`config.mk`:
```
export PLATFORM = sky130hd
export DESIGN_NAME = lookahead_adder
export DESIGN_NICKNAME = d
export VERILOG_FILES = /design/src/rtl/cla_pkg.sv /design/src/rtl/cla_group.sv /design/src/rtl/cla_level2.sv /design/src/rtl/lookahead_adder.sv
export SDC_FILE = /design/constraint.sdc
export NUM_CORES = 1
export LEC_CHECK = 0
export ABC_AREA = 1
export BUFFER_PORTS_ARGS = -buffer_cell sky130_fd_sc_hd__buf_2
export CORE_MARGIN = 2
export CORE_UTILIZATION = 30
export DETAILED_ROUTE_END_ITERATION = 6
export SYNTH_ARGS = -nofsm -noshare
export SYNTH_HDL_FRONTEND = slang
export SYNTH_SLANG_ARGS = --single-unit
```
`constraint.sdc`:
```
create_clock -name vclk -period 6.6
set_input_delay 1.32 -clock vclk [all_inputs]
set_output_delay 1.32 -clock vclk [all_outputs]
set_load 0.005 [all_outputs]
```
`src/rtl/cla_pkg.sv`:
```
package cla_pkg;
  localparam int unsigned WORD_W  = 32;
  localparam int unsigned GROUP_W = 8;
endpackage

```
`src/rtl/cla_group.sv`:
```
module cla_group #(
  parameter int unsigned W = cla_pkg::GROUP_W
) (
  input  logic [W-1:0] a_i,
  input  logic [W-1:0] b_i,
  input  logic         cin_i,
  output logic [W-1:0] sum_o,
  output logic         cout_o,
  output logic         grp_gen_o,
  output logic         grp_prop_o
);
  logic [W-1:0] gen, prop;
  logic [W:0]   carry;

  assign gen  = a_i & b_i;
  assign prop = a_i | b_i;

  // flattened carries: each one is a sum of products of g, p and cin only
  always_comb begin
    logic term, prod;
    carry[0] = cin_i;
    for (int j = 0; j < int'(W); j++) begin
      term = cin_i;
      for (int m = 0; m <= j; m++) term &= prop[m];
      for (int k = 0; k <= j; k++) begin
        prod = gen[k];
        for (int m = k + 1; m <= j; m++) prod &= prop[m];
        term |= prod;
      end
      carry[j+1] = term;
    end
  end

  always_comb begin
    logic prod;
    grp_gen_o = 1'b0;
    for (int k = 0; k < int'(W); k++) begin
      prod = gen[k];
      for (int m = k + 1; m < int'(W); m++) prod &= prop[m];
      grp_gen_o |= prod;
    end
  end

  assign grp_prop_o = &prop;
  assign sum_o      = a_i ^ b_i ^ carry[W-1:0];
  assign cout_o     = carry[W];

  always_comb begin

    grp_carry_chk: assert (cout_o == (grp_gen_o | (grp_prop_o & cin_i)))
      else $error("group carry disagrees with group G/P");
  end
endmodule

```
`src/rtl/cla_level2.sv`:
```
module cla_level2 #(
  parameter int unsigned N = 4
) (
  input  logic [N-1:0] grp_gen_i,
  input  logic [N-1:0] grp_prop_i,
  input  logic         cin_i,
  output logic [N:0]   grp_cin_o
);
  // carry into group j+1 from c0 and group terms only, no chaining
  always_comb begin
    logic term, prod;
    grp_cin_o[0] = cin_i;
    for (int j = 0; j < int'(N); j++) begin
      term = cin_i;
      for (int m = 0; m <= j; m++) term &= grp_prop_i[m];
      for (int k = 0; k <= j; k++) begin
        prod = grp_gen_i[k];
        for (int m = k + 1; m <= j; m++) prod &= grp_prop_i[m];
        term |= prod;
      end
      grp_cin_o[j+1] = term;
    end
  end

  always_comb begin

    level2_first_chk: assert (grp_cin_o[1] == (grp_gen_i[0] | (grp_prop_i[0] & cin_i)))
      else $error("second-level carry into group 1 wrong");
  end
endmodule

```
`src/rtl/lookahead_adder.sv`:
```
module lookahead_adder #(
  parameter int unsigned WIDTH         = cla_pkg::WORD_W,
  parameter int unsigned GRP_W         = cla_pkg::GROUP_W,
  parameter bit          RIPPLE_GROUPS = 1'b0
) (
  input  logic [WIDTH-1:0] a_i,
  input  logic [WIDTH-1:0] b_i,
  input  logic             carry_i,
  output logic [WIDTH-1:0] sum_o,
  output logic             carry_o
);
  localparam int unsigned NGRP = WIDTH / GRP_W;

  logic [NGRP-1:0] grp_gen, grp_prop, grp_cout;
  logic [NGRP:0]   grp_cin;

  for (genvar i = 0; i < NGRP; i++) begin : g_grp
    cla_group #(.W(GRP_W)) i_grp (
      .a_i       (a_i[i*GRP_W +: GRP_W]),
      .b_i       (b_i[i*GRP_W +: GRP_W]),
      .cin_i     (grp_cin[i]),
      .sum_o     (sum_o[i*GRP_W +: GRP_W]),
      .cout_o    (grp_cout[i]),
      .grp_gen_o (grp_gen[i]),
      .grp_prop_o(grp_prop[i])
    );
  end

  if (RIPPLE_GROUPS) begin : g_ripple
    assign grp_cin = {grp_cout, carry_i};
    always_comb begin

      ripple_top_chk: assert (grp_cout[NGRP-1] ==
          (grp_gen[NGRP-1] | (grp_prop[NGRP-1] & grp_cin[NGRP-1])))
        else $error("top group carry disagrees with its G/P");
    end
  end else begin : g_look
    cla_level2 #(.N(NGRP)) i_level2 (
      .grp_gen_i (grp_gen),
      .grp_prop_i(grp_prop),
      .cin_i     (carry_i),
      .grp_cin_o (grp_cin)
    );
    always_comb begin

      level2_match_chk: assert (grp_cin[NGRP:1] == grp_cout)
        else $error("second-level carries differ from group carry-outs");
    end
  end

  assign carry_o = grp_cin[NGRP];

  always_comb begin

    sum_value_chk: assert (sum_o == WIDTH'(a_i + b_i + WIDTH'(carry_i)))
      else $error("sum mismatch");

    carry_value_chk: assert (carry_o ==
        (({1'b0, a_i} + {1'b0, b_i} + (WIDTH+1)'(carry_i)) >> WIDTH))
      else $error("carry mismatch");
  end
endmodule

```
==> metrics.yaml, run 1 <==
flow_run:
  cap_violations: 0
logic_synthesis:
  ys_warn_count: 0
  synth_top_area_frac: 0.371
  synth.avg_cell_area_sq_um: 6.55
  synth-seq-area-share: 0
  synth_most_common_cell: "inv_1"
  syn_area_sq_mm: 0.00216
  postSynthCellCount: 329
  synth_nets: 462
  synth_area_leaders: "ha_1, inv_1, nand2_1"
  synth_cell_types: 30
  synthTopCellsByCount: "inv_1, ha_1, nand2_1"
  synth_top_area_cell: "ha_1"
final_layout:
  nNetsFinal: 562
  syn2layout_area_growth_pct: 28.3
  drive_above_1_share: 0.311
  multi_input_area_sq_mm: 0.00176
  post-route-util: 0.403
  diodes: 0
  fillers: 748
  layout.cells.non_filler: 523
  seqCellArea_sq_um: 0
  design.seq.count: 0
  clkbuf_count: 0
global_route:
  grt_overflow: 0
  grt_pass1_vias: 1852
  grt_pass1_wl_mm: 7.13
  grt_max_degree: 5
  antenna_found_initial: 0
  grt_use_total: 0.105
floorplan:
  initial_core_util: 0.314
  fp.dieH_um: 88.8
  num_rows: 30
  die_x_um: 88.8
  coreArea_sq_mm: 0.00687
  ios: 98
  design.die.area_sq_mm: 0.00788
pwr:
  ir_drop_mv: 0.0313
  p_leak_uw: 0.00183
  p_per_area_mw_per_mm2: 77.0
detailed_routing:
  antenna_left: 0
  drc_errors: 0
  drtPass1Iterations: 4
  drt_iter0_drc: 28
  postRouteWirelength_mm: 4.31
  vias: 2108
  wl_per_cell_um: 8.23
  vias_per_cell: 4.03
worst_hold_path:
  min-delay-start: "b_i[8]"
  min_path_type: "primary input to output port"
  hold_depth: 3
sta:
  slew_headroom: 0.764
  rsz0062_at_grt: "false"
  hold_viol_final: 0
  period_minus_slack_ns: 4.47
  finalSetupViolations: 0
  worst_pin_slew_ns: 0.352
  slew_viol_final: 0
  period_share: 0.677
  max_freq_mhz: 224
  fin_setup_tns_ns: 0
critical_path:
  critPathTopFamily: "simple AND/OR/NAND/NOR gates"
  critPathSlowestCell: "fa_1"
  critical_path_class: "primary input to output port"
  start_kind: "primary input"
  critical_path_required_ns: 5.28
  cp.depth: 17
  slowest_delay_ns: 0.38
  crit_chain: "buf_2 > inv_1 > ha_1 > inv_2 > a21oi_2 > nand2_1 > nand2_1 > nand3_2 > nand2_2 > nand2_1 > nand2_2 > nand2_4 > nand2_2 > nand2_2 > fa_1 > xor2_1 > buf_2"
  cp_data_arrival_time_ns: 3.15
  path_buf_inv: 4
  worstSetupEndpointType: "output port"
  crit_start: "a_i[4]"
  crit_fanout: 3
  crit_top_cell: "nand2_2"
place:
  hpwl_mm: 4.14
  port-buffer-count: 98
  place_inst: 523
  gpl.final_weighted_congestion: 0.771
clock_network:
  cts_setup_buffers: 0
  ctsResizeCount: 0
  cts_hold_buf: 0
outcome:
  status: "complete, no violations"
-- through the flow --
step                      area [sq um]  setup WS, ns  total power, uW  hold slack [ns]
after floorplan                   2160          2.48              131             2.79
after global routing              2770          1.92              246             3.02
after detailed placement          2770          2.12              216             3.01
after global placement            2770          2.11              213             3.00
final                             2770          2.13              213             3.00
after CTS                         2770          2.11              218             3.01
-- layout make-up --
type | count | share of cell area
multi-input cells | 223 | 0.635
repair buffers | 98 | 0.177
inverters | 106 | 0.144
well taps | 96 | 0.0434
-- layer usage --
layer  vias up  global-route usage  part of all wire
met5         -                   0                 0
met4         0             0.00138                 0
met3         0              0.0168             0.074
met2        61               0.190              0.46
met1       890               0.139              0.46
li1       1157                   -                 -
-- path summary, 6_finish.rpt --
check	endpoint
worst min-delay path	sum_o[8]
worst max-delay path	sum_o[25]
-- tightest hold or removal path, delay by kind of cell --
family                     cells  cell delay [ns]
buffers and inverters          2             0.21
adders and majority gates      1             0.15
-- power breakdown --
| part | leakage [uW] | switching [uW] | internal [uW] |
|---|---|---|---|
| Clock | 0 | 0 | 0 |
| Sequential | 0 | 0 | 0 |
| Combinational | 0.00183 | 112 | 101 |
| Total | 0.00183 | 112 | 101 |
-- cell usage in the layout (no fill, tap or decap), drive strengths merged --
cell and count:
a211oi 1, a21o 1, a21oi 8, a31oi 1, and3b 1, buf 98
fa 4, ha 64, inv 106, nand2 59, nand3 12, nand3b 2
nand4 1, nor2 37, nor3 1, o211ai 1, o21ai 2, o21bai 1
o22ai 1, o31ai 1, or2 2, xnor2 8, xor2 15
-- kinds of logic after synthesis --
kind of cell | Yosys count | synth area share
and+or+nand+nor | 115 | 0.261
AOI/OAI and AO/OA | 17 | 0.0522
xor gates and xnor gates | 23 | 0.0934
buffers and inverters | 106 | 0.185
adders and majority gates | 68 | 0.409
Power figures use the tool's default switching activity.
==> inputs of run 2 (changes only) <==
==> constraint.sdc (replaced) <==
create_clock -name vclk -period 3.9
set_input_delay 0.78 -clock vclk [all_inputs]
set_output_delay 0.78 -clock vclk [all_outputs]
set_load 0.005 [all_outputs]
==> metrics.yaml, run 2 (same netlist as run 1, synthesis figures left out) <==
outcome:
  status: "complete, no violations"
floorplan:
  coreArea_sq_mm: 0.00687  # unchanged
  design.die.area_sq_mm: 0.00788  # unchanged
  die_x_um: 88.8  # unchanged
  num_rows: 30  # unchanged
  initial_core_util: 0.314  # unchanged
  fp.dieH_um: 88.8  # unchanged
  ios: 98  # unchanged
critical_path:
  crit_top_cell: "nand2_2"
  cp_data_arrival_time_ns: 2.68  # -0.47 ns
  critical_path_class: "primary input to output port"
  crit_fanout: 3  # unchanged
  slowest_delay_ns: 0.38  # about the same
  critical_path_required_ns: 3.12  # -2.16 ns
  start_kind: "primary input"
  worstSetupEndpointType: "output port"
  critPathTopFamily: "simple AND/OR/NAND/NOR gates"
  cp.depth: 17  # unchanged
  cp-endpoint: "sum_o[25]"
  critPathSlowestCell: "fa_1"
  crit_start: "a_i[4]"
  path_buf_inv: 4  # unchanged
  crit_chain: "buf_2 > inv_1 > ha_1 > inv_2 > a21oi_2 > nand2_1 > nand2_1 > nand3_2 > nand2_2 > nand2_1 > nand2_2 > nand2_4 > nand2_2 > nand2_2 > fa_1 > xor2_1 > buf_2"
pwr:
  ir_drop_mv: 0.0595  # +90%
  clkPwrFrac: 0  # unchanged
  p_per_area_mw_per_mm2: 131  # +70%
  p_int_uw: 172  # +70%
  switchingPower_uw: 190  # +71%
  p_sw_frac: 0.525  # +0.00147
  pwr-share-seq: 0  # unchanged
  pwr-share-comb: 1.000  # about the same
  p_leak_uw: 0.00183  # unchanged
  total_power_uw: 362  # +70%
detailed_routing:
  vias: 2108  # unchanged
  postRouteWirelength_mm: 4.35  # +0.93%
  drt_iter0_drc: 37  # +32%
  antenna_left: 0  # unchanged
  drc_errors: 0  # unchanged
  drtPass1Iterations: 4  # unchanged
  wl_per_cell_um: 8.31  # +0.93%
  vias_per_cell: 4.03  # unchanged
global_route:
  grt_use_total: 0.104  # -0.00117
  grt_pass1_vias: 1821  # -1.7%
  busiest_layer: "met2"
  grtUsageMet3: 0.0168  # unchanged
  gr-usage-met2: 0.192  # +0.00204
  grt_overflow: 0  # unchanged
  grt_pass1_wl_mm: 7.03  # -1.4%
  grt_max_degree: 5  # unchanged
  antenna_found_initial: 0  # unchanged
  gr-usage-met1: 0.134  # -0.00506
final_layout:
  clkbuf_count: 0  # unchanged
  mostFrequentLayoutCells: "inv_1, buf_2, ha_1"
  final_common_cell: "inv_1"
  design.seq.count: 0  # unchanged
  drive_above_1_share: 0.311  # unchanged
  seqCellArea_sq_um: 0  # unchanged
  syn2layout_area_growth_pct: 28.3  # unchanged
  nNetsFinal: 562  # unchanged
  diodes: 0  # unchanged
clock_network:
  ctsResizeCount: 0  # unchanged
  cts_hold_buf: 0  # unchanged
  cts_setup_buffers: 0  # unchanged
sta:
  period_minus_slack_ns: 3.46
  finalSetupViolations: 0  # unchanged
  period_share: 0.886
  slew_viol_final: 0  # unchanged
  rsz0062_at_grt: "false"
  hold_viol_final: 0  # unchanged
  max_freq_mhz: 289
  fin_setup_tns_ns: 0  # unchanged
  slew_headroom: 0.762  # -0.00219
  worst_pin_slew_ns: 0.355  # +0.00326 ns
place:
  hpwl_mm: 4.16  # +0.60%
  port-buffer-count: 98  # unchanged
  gpl.final_weighted_congestion: 0.771  # about the same
flow_run:
  cap_violations: 0  # unchanged
worst_hold_path:
  min_path_type: "primary input to output port"
==> run 2: tightest hold or removal path, cell delays in order <==
cell and delay, ns:
buf_2 0.11, fa_1 0.15, buf_2 0.10
==> run 2: metrics by stage <==
stage	worst slack (ns)	util	hold WS (ns)	std cells	area, sq um
6_report	0.445	0.403	1.92	523	2770
5_1_grt	0.257	0.403	1.93	523	2770
4_1_cts	0.465	0.403	1.93	523	2770
3_5_place_dp	0.469	0.403	1.93	523	2770
3_3_place_gp	0.493	0.403	1.92	523	2770
2_1_floorplan	0.855	-	1.71	329	2160
==> run 2: power by group through the flow <==
stage          Sequential (uW)  Clock, uW  Combinational (uW)
2_1_floorplan                0          0                 221
3_3_place_gp                 0          0                 360
3_5_place_dp                 0          0                 367
4_1_cts                      0          0                 369
5_1_grt                      0          0                 415
6_report                     0          0                 362
==> run 2: cell type report <==
class | count | area, sq um
Fill cell | 732 | 4100
Multi-Input combinational cell | 223 | 1760
Timing Repair Buffer | 98 | 490
Inverter | 106 | 398
Tap cell | 96 | 120
==> run 2: worst min-delay path by stage <==
| stage | slack [ns] | end | cells after the start | from |
|---|---|---|---|---|
| 2_1_floorplan | 1.71 | sum_o[0] | 1 | carry_i |
| 3_3_place_gp | 1.92 | sum_o[8] | 3 | b_i[8] |
| 3_5_place_dp | 1.93 | sum_o[0] | 3 | carry_i |
| 4_1_cts | 1.93 | sum_o[0] | 3 | b_i[0] |
| 5_1_grt | 1.93 | sum_o[0] | 3 | carry_i |
| 6_report | 1.92 | sum_o[8] | 3 | b_i[8] |
==> run 2: layer usage <==
layer	wire [um]	part of all wire
met1	1990	0.46
met2	2010	0.46
met3	342	0.079
met4	0	0
met5	0	0
==> inputs of run 3 (changes only) <==
--- a/config.mk
+++ b/config.mk
@@ -10,6 +10,7 @@
 export CORE_MARGIN = 2
 export CORE_UTILIZATION = 30
 export DETAILED_ROUTE_END_ITERATION = 6
+export PLACE_DENSITY = 0.58
 export SYNTH_ARGS = -nofsm -noshare
 export SYNTH_HDL_FRONTEND = slang
 export SYNTH_SLANG_ARGS = --single-unit
==> metrics.yaml, run 3 (same netlist as run 1, synthesis figures left out) <==
detailed_routing:
  antenna_left: 0  # unchanged
  wl_per_cell_um: 7.78  # -6.4%
  postRouteWirelength_mm: 4.07  # -6.4%
  vias_per_cell: 3.96  # -1.7%
  drt_iter0_drc: 23  # -38%
  drtPass1Iterations: 4  # unchanged
  drc_errors: 0  # unchanged
  vias: 2073  # -1.7%
critical_path:
  critPathSlowestCell: "fa_1"
  start_kind: "primary input"
  slowest_delay_ns: 0.38  # about the same
  critical_path_class: "primary input to output port"
  critical_path_required_ns: 3.12  # about the same
  worstSetupEndpointType: "output port"
  path_buf_inv: 4  # unchanged
  cp_data_arrival_time_ns: 2.59  # -0.09 ns
  crit_chain: "buf_2 > inv_1 > ha_1 > inv_2 > a21oi_2 > nand2_1 > nand2_1 > nand3_2 > nand2_2 > nand2_1 > nand2_2 > nand2_4 > nand2_2 > nand2_2 > fa_1 > xor2_1 > buf_2"
  crit_fanout: 3  # unchanged
  crit_top_cell: "nand2_2"
  critPathTopFamily: "simple AND/OR/NAND/NOR gates"
final_layout:
  nNetsFinal: 562  # unchanged
  drive_above_1_share: 0.311  # unchanged
  syn2layout_area_growth_pct: 28.3  # unchanged
  clkbuf_count: 0  # unchanged
  final_common_cell: "inv_1"
  finish.instance_area_sq_mm: 0.00277  # unchanged
  seqCellArea_sq_um: 0  # unchanged
  diodes: 0  # unchanged
  design.seq.count: 0  # unchanged
  mostFrequentLayoutCells: "inv_1, buf_2, ha_1"
outcome:
  status: "complete, no violations"
global_route:
  grt_use_total: 0.103  # -0.000955
  grt_overflow: 0  # unchanged
  antenna_found_initial: 0  # unchanged
  grt_pass1_wl_mm: 7.04  # +0.18%
  grt_pass1_vias: 1893  # +4.0%
  grt_max_degree: 5  # unchanged
sta:
  fin_setup_tns_ns: 0  # unchanged
  slew_viol_final: 0  # unchanged
  finalSetupViolations: 0  # unchanged
  period_minus_slack_ns: 3.37  # -0.0825 ns
  slew_headroom: 0.776  # +0.0138
  rsz0062_at_grt: "false"
  worst_pin_slew_ns: 0.336  # -0.0190 ns
  period_share: 0.865  # -0.0212
  max_freq_mhz: 296  # +2.4%
  hold_viol_final: 0  # unchanged
floorplan:
  initial_core_util: 0.314  # unchanged
  ios: 98  # unchanged
  fp.dieH_um: 88.8  # unchanged
  coreArea_sq_mm: 0.00687  # unchanged
  design.die.area_sq_mm: 0.00788  # unchanged
  die_x_um: 88.8  # unchanged
  num_rows: 30  # unchanged
worst_hold_path:
  min_path_type: "primary input to output port"
pwr:
  p_leak_uw: 0.00183  # unchanged
  ir_drop_mv: 0.0488  # -18%
  p_per_area_mw_per_mm2: 129  # -1.3%
flow_run:
  cap_violations: 0  # unchanged
place:
  place_area_sq_mm: 0.00277  # unchanged
  port-buffer-count: 98  # unchanged
  gpl.final_weighted_congestion: 0.731  # -5.2%
  hpwl_mm: 4.01  # -3.6%
clock_network:
  cts_hold_buf: 0  # unchanged
  cts_setup_buffers: 0  # unchanged
  ctsResizeCount: 0  # unchanged
==> run 3: cell counts in the layout (fill, tap and decap cells not counted) <==
Identical to the previous run, type by type.
==> run 3: final cells by class <==
cell class                      instances  area [sq um]
Fill cell                             751          4100
Inverter                              106           398
Multi-Input combinational cell        223          1760
Tap cell                               96           120
Timing Repair Buffer                   98           490
==> run 3: tightest hold or removal path, cell delays in order <==
cell and delay, ns:
buf_2 0.11, fa_1 0.15, buf_2 0.10
==> run 3: final timing paths <==
kind	start	end	slack, ns	cells after the start
max	a_i[4]	sum_o[25]	0.53	17
min	carry_i	sum_o[0]	1.92	3
==> run 3: metal layers <==
metal | vias up | track usage | part of all wire
met4 | 0 | 0 | 0
met1 | 867 | 0.129 | 0.46
met5 | - | 0 | 0
met2 | 54 | 0.199 | 0.47
met3 | 0 | 0.0112 | 0.072
li1 | 1152 | - | -
==> run 3: metrics by stage <==
step                      setup WS [ns]  hold WS [ns]  power, uW   util  instances
after CTS                         0.492          1.93        366  0.403        523
after detailed placement          0.496          1.93        364  0.403        523
after floorplan                   0.855          1.71        221      -        329
after global routing              0.273          1.95        415  0.403        523
after global placement            0.491          1.92        359  0.403        523
final                             0.527          1.92        357  0.403        523
==> run 3: report_power, final <==
part | switching (uW) | leakage (uW) | internal [uW]
logic | 186 | 0.00183 | 172
clock network | 0 | 0 | 0
registers | 0 | 0 | 0
total | 186 | 0.00183 | 172
